==> config.mk <==
export PLATFORM = sky130hd
export DESIGN_NAME = i2c_irq_group
export DESIGN_NICKNAME = d
export VERILOG_FILES = /design/src/rtl/i2c_irq_group_pkg.sv /design/src/rtl/i2c_irq_err_flags.sv /design/src/rtl/i2c_irq_evt_flags.sv /design/src/rtl/i2c_irq_buf_flags.sv /design/src/rtl/i2c_irq_group.sv
export SDC_FILE = /design/constraint.sdc
export NUM_CORES = 1
export LEC_CHECK = 0
export ABC_AREA = 1
export BUFFER_PORTS_ARGS = -buffer_cell sky130_fd_sc_hd__clkbuf_2
export CELL_PAD_IN_SITES_DETAIL_PLACEMENT = 0
export CELL_PAD_IN_SITES_GLOBAL_PLACEMENT = 2
export CORE_MARGIN = 2
export CORE_UTILIZATION = 17
export DETAILED_ROUTE_END_ITERATION = 12
export GPL_TIMING_DRIVEN = 1
export HOLD_SLACK_MARGIN = 0.02
export PLACE_DENSITY_LB_ADDON = 0.1
export SLEW_MARGIN = 5
export SYNTH_ARGS = -nofsm -noshare
export SYNTH_HDL_FRONTEND = slang
export SYNTH_HIERARCHICAL = 1
export SYNTH_SLANG_ARGS = --single-unit
==> constraint.sdc <==
create_clock -name clk_i -period 1.18 [get_ports clk_i]
set_input_delay 0.236 -clock clk_i [delete_from_list [all_inputs] [get_ports clk_i]]
set_output_delay 0.236 -clock clk_i [all_outputs]
set_load 0.02 [all_outputs]
==> src/rtl/i2c_irq_group_pkg.sv <==
package i2c_irq_group_pkg;
    localparam int REG_W   = 16;
    localparam int SEL_W   = 2;
    localparam int N_EVT   = 3;
    localparam int N_BUF   = 2;
    localparam int N_ERR   = 3;

    localparam int EN_ERR_BIT = 8;
    localparam int EN_EVT_BIT = 9;
    localparam int EN_BUF_BIT = 10;

    localparam int ST_EVT_LSB = 0;
    localparam int ST_BUF_LSB = 6;
    localparam int ST_ERR_LSB = 8;

    localparam int EVT_START = 0;
    localparam int EVT_ADDR  = 1;
    localparam int EVT_BTF   = 2;
    localparam int BUF_RX    = 0;
    localparam int BUF_TX    = 1;

    typedef enum logic [SEL_W-1:0] {
        SEL_CTRL  = 2'd0,
        SEL_STAT1 = 2'd1,
        SEL_STAT2 = 2'd2
    } reg_sel_e;
endpackage

==> src/rtl/i2c_irq_err_flags.sv <==
module i2c_irq_err_flags #(
    parameter int N = 3
) (
    input  logic         clk_i,
    input  logic         rst_ni,
    input  logic [N-1:0] set_i,
    input  logic         wr_i,
    input  logic [N-1:0] wdata_i,
    output logic [N-1:0] flag_o
);
    typedef struct packed {
        logic [N-1:0] flag;
    } err_st_t;

    err_st_t st_d, st_q;

    always_comb begin
        st_d = st_q;
        for (int i = 0; i < N; i++) begin
            if (wr_i && !wdata_i[i]) st_d.flag[i] = 1'b0;
            if (set_i[i])            st_d.flag[i] = 1'b1;
        end
    end

    always_ff @(posedge clk_i or negedge rst_ni) begin
        if (!rst_ni) st_q <= '0;
        else         st_q <= st_d;
    end

    assign flag_o = st_q.flag;

    for (genvar g = 0; g < N; g++) begin : g_chk
        assert_err_clear_R6: assert property (@(posedge clk_i) disable iff (!rst_ni)
            $fell(flag_o[g]) |-> $past(wr_i && !wdata_i[g]));
        assert_err_set_wins_R7: assert property (@(posedge clk_i) disable iff (!rst_ni)
            set_i[g] |=> flag_o[g]);
    end
endmodule

==> src/rtl/i2c_irq_evt_flags.sv <==
module i2c_irq_evt_flags
    import i2c_irq_group_pkg::*;
(
    input  logic             clk_i,
    input  logic             rst_ni,
    input  logic [N_EVT-1:0] set_i,
    input  logic             dr_wr_i,
    input  logic             dr_rd_i,
    input  logic             st1_rd_i,
    input  logic             st2_rd_i,
    output logic [N_EVT-1:0] flag_o
);
    typedef struct packed {
        logic [N_EVT-1:0] flag;
        logic             armed;
    } evt_st_t;

    evt_st_t st_d, st_q;

    always_comb begin
        st_d = st_q;
        if (dr_wr_i) st_d.flag[EVT_START] = 1'b0;
        if (dr_wr_i || dr_rd_i) st_d.flag[EVT_BTF] = 1'b0;
        if (st1_rd_i && st_q.flag[EVT_ADDR]) st_d.armed = 1'b1;
        if (st2_rd_i && st_q.armed) begin
            st_d.flag[EVT_ADDR] = 1'b0;
            st_d.armed          = 1'b0;
        end
        for (int i = 0; i < N_EVT; i++) begin
            if (set_i[i]) st_d.flag[i] = 1'b1;
        end
    end

    always_ff @(posedge clk_i or negedge rst_ni) begin
        if (!rst_ni) st_q <= '0;
        else         st_q <= st_d;
    end

    assign flag_o = st_q.flag;

    assert_addr_seq_R8: assert property (@(posedge clk_i) disable iff (!rst_ni)
        $fell(flag_o[EVT_ADDR]) |-> $past(st2_rd_i));
    assert_start_clear_R10: assert property (@(posedge clk_i) disable iff (!rst_ni)
        $fell(flag_o[EVT_START]) |-> $past(dr_wr_i));
    assert_evt_set_R3: assert property (@(posedge clk_i) disable iff (!rst_ni)
        set_i[EVT_ADDR] |=> flag_o[EVT_ADDR]);
endmodule

==> src/rtl/i2c_irq_buf_flags.sv <==
module i2c_irq_buf_flags
    import i2c_irq_group_pkg::*;
(
    input  logic             clk_i,
    input  logic             rst_ni,
    input  logic [N_BUF-1:0] set_i,
    input  logic             dr_wr_i,
    input  logic             dr_rd_i,
    output logic [N_BUF-1:0] flag_o
);
    typedef struct packed {
        logic [N_BUF-1:0] flag;
    } buf_st_t;

    buf_st_t st_d, st_q;

    always_comb begin
        st_d = st_q;
        if (dr_rd_i) st_d.flag[BUF_RX] = 1'b0;
        if (dr_wr_i) st_d.flag[BUF_TX] = 1'b0;
        for (int i = 0; i < N_BUF; i++) begin
            if (set_i[i]) st_d.flag[i] = 1'b1;
        end
    end

    always_ff @(posedge clk_i or negedge rst_ni) begin
        if (!rst_ni) st_q <= '0;
        else         st_q <= st_d;
    end

    assign flag_o = st_q.flag;

    assert_rx_clear_R9: assert property (@(posedge clk_i) disable iff (!rst_ni)
        $fell(flag_o[BUF_RX]) |-> $past(dr_rd_i));
    assert_tx_clear_R9: assert property (@(posedge clk_i) disable iff (!rst_ni)
        $fell(flag_o[BUF_TX]) |-> $past(dr_wr_i));
endmodule

==> src/rtl/i2c_irq_group.sv <==
module i2c_irq_group
    import i2c_irq_group_pkg::*;
(
    input  logic             clk_i,
    input  logic             rst_ni,
    input  logic [N_EVT-1:0] evt_set_i,
    input  logic [N_BUF-1:0] buf_set_i,
    input  logic [N_ERR-1:0] err_set_i,
    input  logic             dr_wr_i,
    input  logic             dr_rd_i,
    input  logic             reg_wr_i,
    input  logic             reg_rd_i,
    input  logic [SEL_W-1:0] reg_sel_i,
    input  logic [REG_W-1:0] reg_wdata_i,
    output logic [REG_W-1:0] ctrl_o,
    output logic [REG_W-1:0] stat1_o,
    output logic             irq_o
);
    typedef struct packed {
        logic en_err;
        logic en_evt;
        logic en_buf;
    } ctrl_st_t;

    ctrl_st_t ctl_d, ctl_q;

    logic [N_EVT-1:0] evt_flag;
    logic [N_BUF-1:0] buf_flag;
    logic [N_ERR-1:0] err_flag;

    logic ctl_wr, st1_wr, st1_rd, st2_rd;
    assign ctl_wr = reg_wr_i && (reg_sel_i == SEL_CTRL);
    assign st1_wr = reg_wr_i && (reg_sel_i == SEL_STAT1);
    assign st1_rd = reg_rd_i && (reg_sel_i == SEL_STAT1);
    assign st2_rd = reg_rd_i && (reg_sel_i == SEL_STAT2);

    always_comb begin
        ctl_d = ctl_q;
        if (ctl_wr) begin
            ctl_d.en_err = reg_wdata_i[EN_ERR_BIT];
            ctl_d.en_evt = reg_wdata_i[EN_EVT_BIT];
            ctl_d.en_buf = reg_wdata_i[EN_BUF_BIT];
        end
    end

    always_ff @(posedge clk_i or negedge rst_ni) begin
        if (!rst_ni) ctl_q <= '0;
        else         ctl_q <= ctl_d;
    end

    i2c_irq_evt_flags u_evt (
        .clk_i    (clk_i),
        .rst_ni   (rst_ni),
        .set_i    (evt_set_i),
        .dr_wr_i  (dr_wr_i),
        .dr_rd_i  (dr_rd_i),
        .st1_rd_i (st1_rd),
        .st2_rd_i (st2_rd),
        .flag_o   (evt_flag)
    );

    i2c_irq_buf_flags u_buf (
        .clk_i   (clk_i),
        .rst_ni  (rst_ni),
        .set_i   (buf_set_i),
        .dr_wr_i (dr_wr_i),
        .dr_rd_i (dr_rd_i),
        .flag_o  (buf_flag)
    );

    i2c_irq_err_flags #(.N(N_ERR)) u_err (
        .clk_i   (clk_i),
        .rst_ni  (rst_ni),
        .set_i   (err_set_i),
        .wr_i    (st1_wr),
        .wdata_i (reg_wdata_i[ST_ERR_LSB +: N_ERR]),
        .flag_o  (err_flag)
    );

    always_comb begin
        ctrl_o             = '0;
        ctrl_o[EN_ERR_BIT] = ctl_q.en_err;
        ctrl_o[EN_EVT_BIT] = ctl_q.en_evt;
        ctrl_o[EN_BUF_BIT] = ctl_q.en_buf;
        stat1_o                        = '0;
        stat1_o[ST_EVT_LSB +: N_EVT]   = evt_flag;
        stat1_o[ST_BUF_LSB +: N_BUF]   = buf_flag;
        stat1_o[ST_ERR_LSB +: N_ERR]   = err_flag;
    end

    assign irq_o = (ctl_q.en_evt && (|evt_flag))
                || (ctl_q.en_buf && (|buf_flag))
                || (ctl_q.en_err && (|err_flag));

    assert_irq_needs_enable_R4: assert property (@(posedge clk_i) disable iff (!rst_ni)
        irq_o |-> ($countones(ctrl_o) != 0));
    assert_buf_masked_R5: assert property (@(posedge clk_i) disable iff (!rst_ni)
        (!ctrl_o[EN_BUF_BIT] && !ctrl_o[EN_ERR_BIT] && !ctrl_o[EN_EVT_BIT]) |-> !irq_o);
    assert_ctrl_stable_R2: assert property (@(posedge clk_i) disable iff (!rst_ni)
        !$past(ctl_wr) |-> $stable(ctrl_o));
endmodule

==> flow_metrics.py, run 1 <==
metrics = {
    "run_status": {
        "outcome": "complete, but fails checks",
        "violations": "setup timing",
    },
    "cells_and_area": {
        "final_cell_mix": "29 x clkbuf_2, 28 x nand2_1, 22 x inv_1",
        "final_common_cell": "clkbuf_2",
        "layout-drive-gt1-share": 0.309,
        "final_cell_area_um2": 978,
        "fin_util": 0.226,
        "syn2layout_area_growth_pct": 29.0,
        "antenna_cells": 0,
        "nets": 169,
    },
    "timing": {
        "max_clock_freq_mhz": 751,
        "min_period_over_period": 1.13,
        "hold_violations": 0,
        "fin_skew_ns": 0.00499,
        "setup_tns_ns": -0.218,
        "layout_min_cycle_time_ns": 1.33,
        "setup_ws_ns": -0.152,
        "slew_viol_final": 0,
        "rsz0062_at_grt": "yes",
        "setup_viol_count_final": 2,
    },
    "place": {
        "dpl_cell_area_um2": 876,
        "gp_congestion": 0.662,
        "portBuffers": 30,
        "dp_hpwl_mm": 1.39,
    },
    "floorplanning": {
        "ioPinCount": 65,
        "fp.dieW_um": 70.8,
        "start_util": 0.175,
        "dieArea_um2": 5010,
        "die_h_um": 70.8,
        "coreArea_um2": 4320,
        "rows": 24,
    },
    "worst_setup_path": {
        "r2r_end": "u_err/flag_o[1]",
        "cp.arrival_ns": 1.10,
        "worst-r2r-cell-count": 4,
        "startpoint_type": "flip-flop",
        "r2r_slack_ns": 0.35,
        "rr_startpoint": "u_err/flag_o[1]",
        "worstPathRequired_ns": 0.94,
        "worstPathMaxFanout": 2,
        "end_kind": "output pin",
        "path_class": "flip-flop to output pin",
    },
    "clock_network": {
        "cts.sinks": 12,
        "max-clock-path-buffers": 2,
        "clk_pin_slew_ns": 0.06,
        "cts_tree": "done",
        "htree_levels": 1,
        "cts_buffers": 3,
        "cts_root_buf": "clkbuf_8",
        "insertion_delay_ns": 0.24,
    },
    "global_routing": {
        "grt_pass1_vias": 566,
        "grt_max_degree": 13,
        "grt_pass1_wl_mm": 2.62,
        "overflow": 0,
        "antenna_found_initial": 0,
        "gr-usage-all-layers": 0.0683,
    },
    "synth": {
        "yosysWarnings": 6,
        "synth_area_um2": 758,
        "synth-seq-cells": 12,
        "ys_seq_area_frac": 0.396,
        "syn_inst": 101,
        "synth_area_per_cell_um2": 7.51,
        "synth_cell_type_count": 15,
    },
    "drt": {
        "antenna_left": 0,
        "drc": 0,
        "drt_first_pass_iters": 4,
        "wl_per_cell_um": 8.69,
        "drt_iter0_drc": 2,
        "avgViaCountPerCell": 3.21,
        "vias": 603,
        "drt-total-wl_mm": 1.63,
    },
    "power": {
        "powerDensity_nw_per_um2": 1280,
        "ir_worst_vdd_v": 0.000235,
        "power_leakage_nw": 0.598,
    },
    "flow_run": {
        "drv_cap": 0,
    },
    "worst_hold_path": {
        "hold_depth": 3,
        "hold_path_class": "primary input to flip-flop",
        "hold_path_end": "u_err/flag_o[2]",
        "min_from": "err_set_i[2]",
    },
}
final cells by class:
| cell class | instances | area, um2 |
|---|---|---|
| clock buffers | 4 | 55.1 |
| fillers | 529 | 3350 |
| inverters | 23 | 86.3 |
| multi-input cells | 62 | 272 |
| flip-flops and latches | 12 | 300 |
| well taps | 52 | 65.1 |
| repair buffers | 35 | 200 |
worst max-delay path: stages, from the launching register on:
cell     delay, ns
dfrtp_1       0.37
nor2_1        0.11
nand2_1       0.06
nand2_1       0.08
nand3_2       0.09
buf_8         0.14
per-layer routing:
metal / GRT usage / up-vias / share of wire
met5: 0 / - / 0
met4: 0.0440 / 0 / 0.021
met3: 0.0157 / 2 / 0.069
met2: 0.107 / 26 / 0.49
met1: 0.0841 / 259 / 0.42
li1: - / 316 / -
cells by family (layout without fill, tap and decap cells):
kind of cell,after synthesis,after routing,synth area share
buf+inv,47,62,0.351
simple gates,36,36,0.206
compound gates,5,5,0.0413
flops,12,12,0.396
other cells,1,21,0.00495
power by group:
part	internal, mW	switching, mW	leakage [nW]	total, mW
clock network	0.295	0.158	0.0288	0.453
logic	0.109	0.206	0.441	0.314
registers	0.453	0.0280	0.129	0.481
total	0.856	0.392	0.598	1.25
worst max path at each step:
stage / from / slack (ns) / cells past startpoint / to
6_report: u_err/flag_o[1] / -0.15 / 5 / irq_o
5_1_grt: u_err/flag_o[1] / -0.23 / 5 / irq_o
4_1_cts: u_err/flag_o[0] / -0.18 / 5 / irq_o
3_5_place_dp: u_err/flag_o[1] / 0.05 / 5 / irq_o
3_3_place_gp: u_err/flag_o[1] / 0.05 / 5 / irq_o
2_1_floorplan: u_evt/flag_o[1] / 0.05 / 5 / irq_o
metrics by stage:
| stage | power [mW] | hold slack [ns] | setup slack, ns | std cells |
|---|---|---|---|---|
| finish | 1.25 | 0.177 | -0.152 | 188 |
| global route | 1.33 | 0.178 | -0.232 | 188 |
| CTS | 1.27 | 0.176 | -0.185 | 187 |
| detailed placement | 0.779 | 0.158 | 0.0477 | 180 |
| global placement | 0.777 | 0.165 | 0.0499 | 180 |
| floorplan | 0.732 | -0.0596 | 0.0475 | 121 |
state kept, by name, summed over array words and instances, names as in the netlist:
register      count
u_buf/flag_o      2
u_err/flag_o      3
u_evt/flag_o      3
u_evt/st_q        1
ctrl_o            3
cells in the mapped netlist:
cell / number / area [um2]
conb_1: 1 / 3.75
o21ai_1: 2 / 10.0
nand3_1: 1 / 5.00
nor2_1: 3 / 11.3
dfrtp_1: 12 / 300
buf_4: 24 / 180
a21o_1: 1 / 7.51
nand3_4: 1 / 17.5
o21ai_0: 1 / 5.00
inv_1: 22 / 82.6
o21ai_2: 1 / 8.76
inv_2: 1 / 3.75
nand2_1: 28 / 105
nor3_1: 2 / 10.0
nand3b_1: 1 / 7.51
timing repair:
item	CTS	global route
hold buffers	1	0
endpoints found under the hold margin	12	0
resized for setup	4	1
endpoints found under the setup margin	1	1
pin swaps	1	2
buffers inserted	2	1
(Power assumes the default switching activity.)
==> inputs of run 2 (changes only) <==
--- a/config.mk
+++ b/config.mk
@@ -7,6 +7,7 @@
 export LEC_CHECK = 0
 export ABC_AREA = 1
 export BUFFER_PORTS_ARGS = -buffer_cell sky130_fd_sc_hd__clkbuf_2
+export CAP_MARGIN = 10
 export CELL_PAD_IN_SITES_DETAIL_PLACEMENT = 0
 export CELL_PAD_IN_SITES_GLOBAL_PLACEMENT = 2
 export CORE_MARGIN = 2
@@ -15,7 +16,7 @@
 export GPL_TIMING_DRIVEN = 1
 export HOLD_SLACK_MARGIN = 0.02
 export PLACE_DENSITY_LB_ADDON = 0.1
-export SLEW_MARGIN = 5
+export RECOVER_POWER = 25
 export SYNTH_ARGS = -nofsm -noshare
 export SYNTH_HDL_FRONTEND = slang
 export SYNTH_HIERARCHICAL = 1
==> flow_metrics.py, run 2 (synthesis gave the netlist of run 1 again) <==
metrics = {
    "global_routing": {
        "antenna_found_initial": 0,
        "grt_pass1_wl_mm": 2.62,
        "gr-usage-all-layers": 0.0683,
        "grt_pass1_vias": 566,
        "grt_max_degree": 13,
        "overflow": 0,
    },
    "run_status": {
        "outcome": "complete, but fails checks",
        "violations": "setup timing",
    },
    "worst_setup_path": {
        "cp_slowest_cell": "dfrtp_1",
        "r2r_end": "u_err/flag_o[1]",
        "setup.worst_path.start": "u_err/flag_o[1]",
        "path_common_cell": "nand2_1",
        "worstPathMaxFanout": 2,
        "end_kind": "output pin",
        "max_stage_delay_ns": 0.37,
        "cp.arrival_ns": 1.10,
        "worstPathRequired_ns": 0.94,
        "path_class": "flip-flop to output pin",
        "crit_end": "irq_o",
        "worst-r2r-cell-count": 4,
        "startpoint_type": "flip-flop",
        "cp_top_family": "flip-flops",
        "cp.depth": 5,
        "r2r_slack_ns": 0.35,
        "critical_path_buf_inv_count": 1,
        "rr_startpoint": "u_err/flag_o[1]",
        "path_cells": "nor2_1 -> nand2_1 -> nand2_1 -> nand3_2 -> buf_8",
    },
    "timing": {
        "hold-worst-slack_ns": 0.177,
        "layout_min_cycle_time_ns": 1.33,
        "setup_ws_ns": -0.152,
        "rsz0062_at_grt": "yes",
        "setup_tns_ns": -0.218,
        "setup_viol_count_final": 2,
        "fin_skew_ns": 0.00501,
        "slew_viol_final": 0,
        "min_period_over_period": 1.13,
        "max_clock_freq_mhz": 751,
        "hold_violations": 0,
    },
    "place": {
        "portBuffers": 30,
        "gp_congestion": 0.662,
        "dp_hpwl_mm": 1.39,
    },
    "worst_hold_path": {
        "hold_depth": 3,
        "hold_path_class": "primary input to flip-flop",
    },
    "clock_network": {
        "clk_pin_slew_ns": 0.06,
        "cts_tree": "done",
        "htree_levels": 1,
        "cts_buffers": 3,
        "max-clock-path-buffers": 2,
        "cts_root_buf": "clkbuf_8",
        "cts.sinks": 12,
        "insertion_delay_ns": 0.24,
    },
    "cells_and_area": {
        "final_cell_mix": "28 x nand2_1, 28 x clkbuf_2, 22 x inv_1",
        "antenna_cells": 0,
        "layout-drive-gt1-share": 0.294,
        "syn2layout_area_growth_pct": 28.4,
        "nets": 169,
        "fillers": 529,
    },
    "floorplanning": {
        "coreArea_um2": 4320,
        "start_util": 0.175,
        "rows": 24,
        "die_h_um": 70.8,
        "dieArea_um2": 5010,
        "ioPinCount": 65,
        "fp.dieW_um": 70.8,
    },
    "power": {
        "combPwrFrac": 0.249,
        "powerDensity_nw_per_um2": 1280,
        "power_leakage_nw": 0.594,
        "switchingPower_mw": 0.390,
        "internal_power_mw": 0.853,
        "p_seq_frac": 0.387,
        "clkPwrFrac": 0.365,
        "power_switching_share": 0.314,
        "ir_worst_vdd_v": 0.000234,
    },
    "drt": {
        "antenna_left": 0,
        "vias": 606,
        "avgViaCountPerCell": 3.22,
        "drc": 0,
        "drt-total-wl_mm": 1.64,
        "drt_iter0_drc": 3,
        "drt_first_pass_iters": 3,
        "wl_per_cell_um": 8.71,
    },
    "flow_run": {
        "drv_cap": 0,
    },
}
run 2: cell count changes in the layout (fill, tap and decap cells not counted):
cell / change
clkbuf_1: +1
o21ai_1: -2
clkbuf_2: -1
o21ai_2: -1
o21ai_0: +3
run 2: per-stage QoR:
| step | power, mW | instance area, um2 | worst slack, ns | utilization | cells |
|---|---|---|---|---|---|
| after floorplan | 0.732 | 833 | 0.0475 | - | 121 |
| after global placement | 0.777 | 876 | 0.0499 | 0.203 | 180 |
| after detailed placement | 0.779 | 876 | 0.0477 | 0.203 | 180 |
| after CTS | 1.27 | 970 | -0.185 | 0.224 | 187 |
| after global routing | 1.33 | 973 | -0.232 | 0.225 | 188 |
| final | 1.24 | 973 | -0.152 | 0.225 | 188 |
run 2: worst min-delay path by stage:
stage	from	to	slack, ns
2_1_floorplan	rst_ni	ctrl_o[10]	-0.06
3_3_place_gp	rst_ni	u_evt/st_q[0]	0.17
3_5_place_dp	rst_ni	u_evt/st_q[0]	0.16
4_1_cts	evt_set_i[0]	u_evt/flag_o[0]	0.18
5_1_grt	evt_set_i[0]	u_evt/flag_o[0]	0.18
6_report	err_set_i[2]	u_err/flag_o[2]	0.18
run 2: final cells by class:
cell class | instances | area, um2 | area share
multi-input cells | 62 | 268 | 0.275
well taps | 52 | 65.1 | 0.0668
clock buffers | 4 | 55.1 | 0.0566
flip-flops and latches | 12 | 300 | 0.308
repair buffers | 35 | 199 | 0.204
inverters | 23 | 86.3 | 0.0887
run 2: routing by layer:
metal / vias to the layer above / GRT usage / routed length, um
li1: 316 / - / -
met1: 262 / 0.0841 / 697
met2: 26 / 0.107 / 794
met3: 2 / 0.0157 / 112
met4: 0 / 0.0440 / 34
met5: - / 0 / 0
run 2: power groups by stage:
stage | clock (mW) | combinational (mW) | sequential (mW)
3_3_place_gp | 0 | 0.287 | 0.490
3_5_place_dp | 0 | 0.288 | 0.490
6_report | 0.453 | 0.309 | 0.481
2_1_floorplan | 0 | 0.219 | 0.513
5_1_grt | 0.496 | 0.342 | 0.488
4_1_cts | 0.478 | 0.313 | 0.482
run 2: worst reg2reg max path: cells and delay by family (launching register included):
family	cells	cell delay, ns
buf+inv	2	0.25
flops	1	0.37
simple gates	2	0.10
run 2: what timing repair did:
item,CTS,global route
setup buffers,2,1
pin swaps,1,2
endpoints found under the setup margin,1,1
hold buffers,1,0
endpoints found under the hold margin,12,0
gates resized for setup,4,1
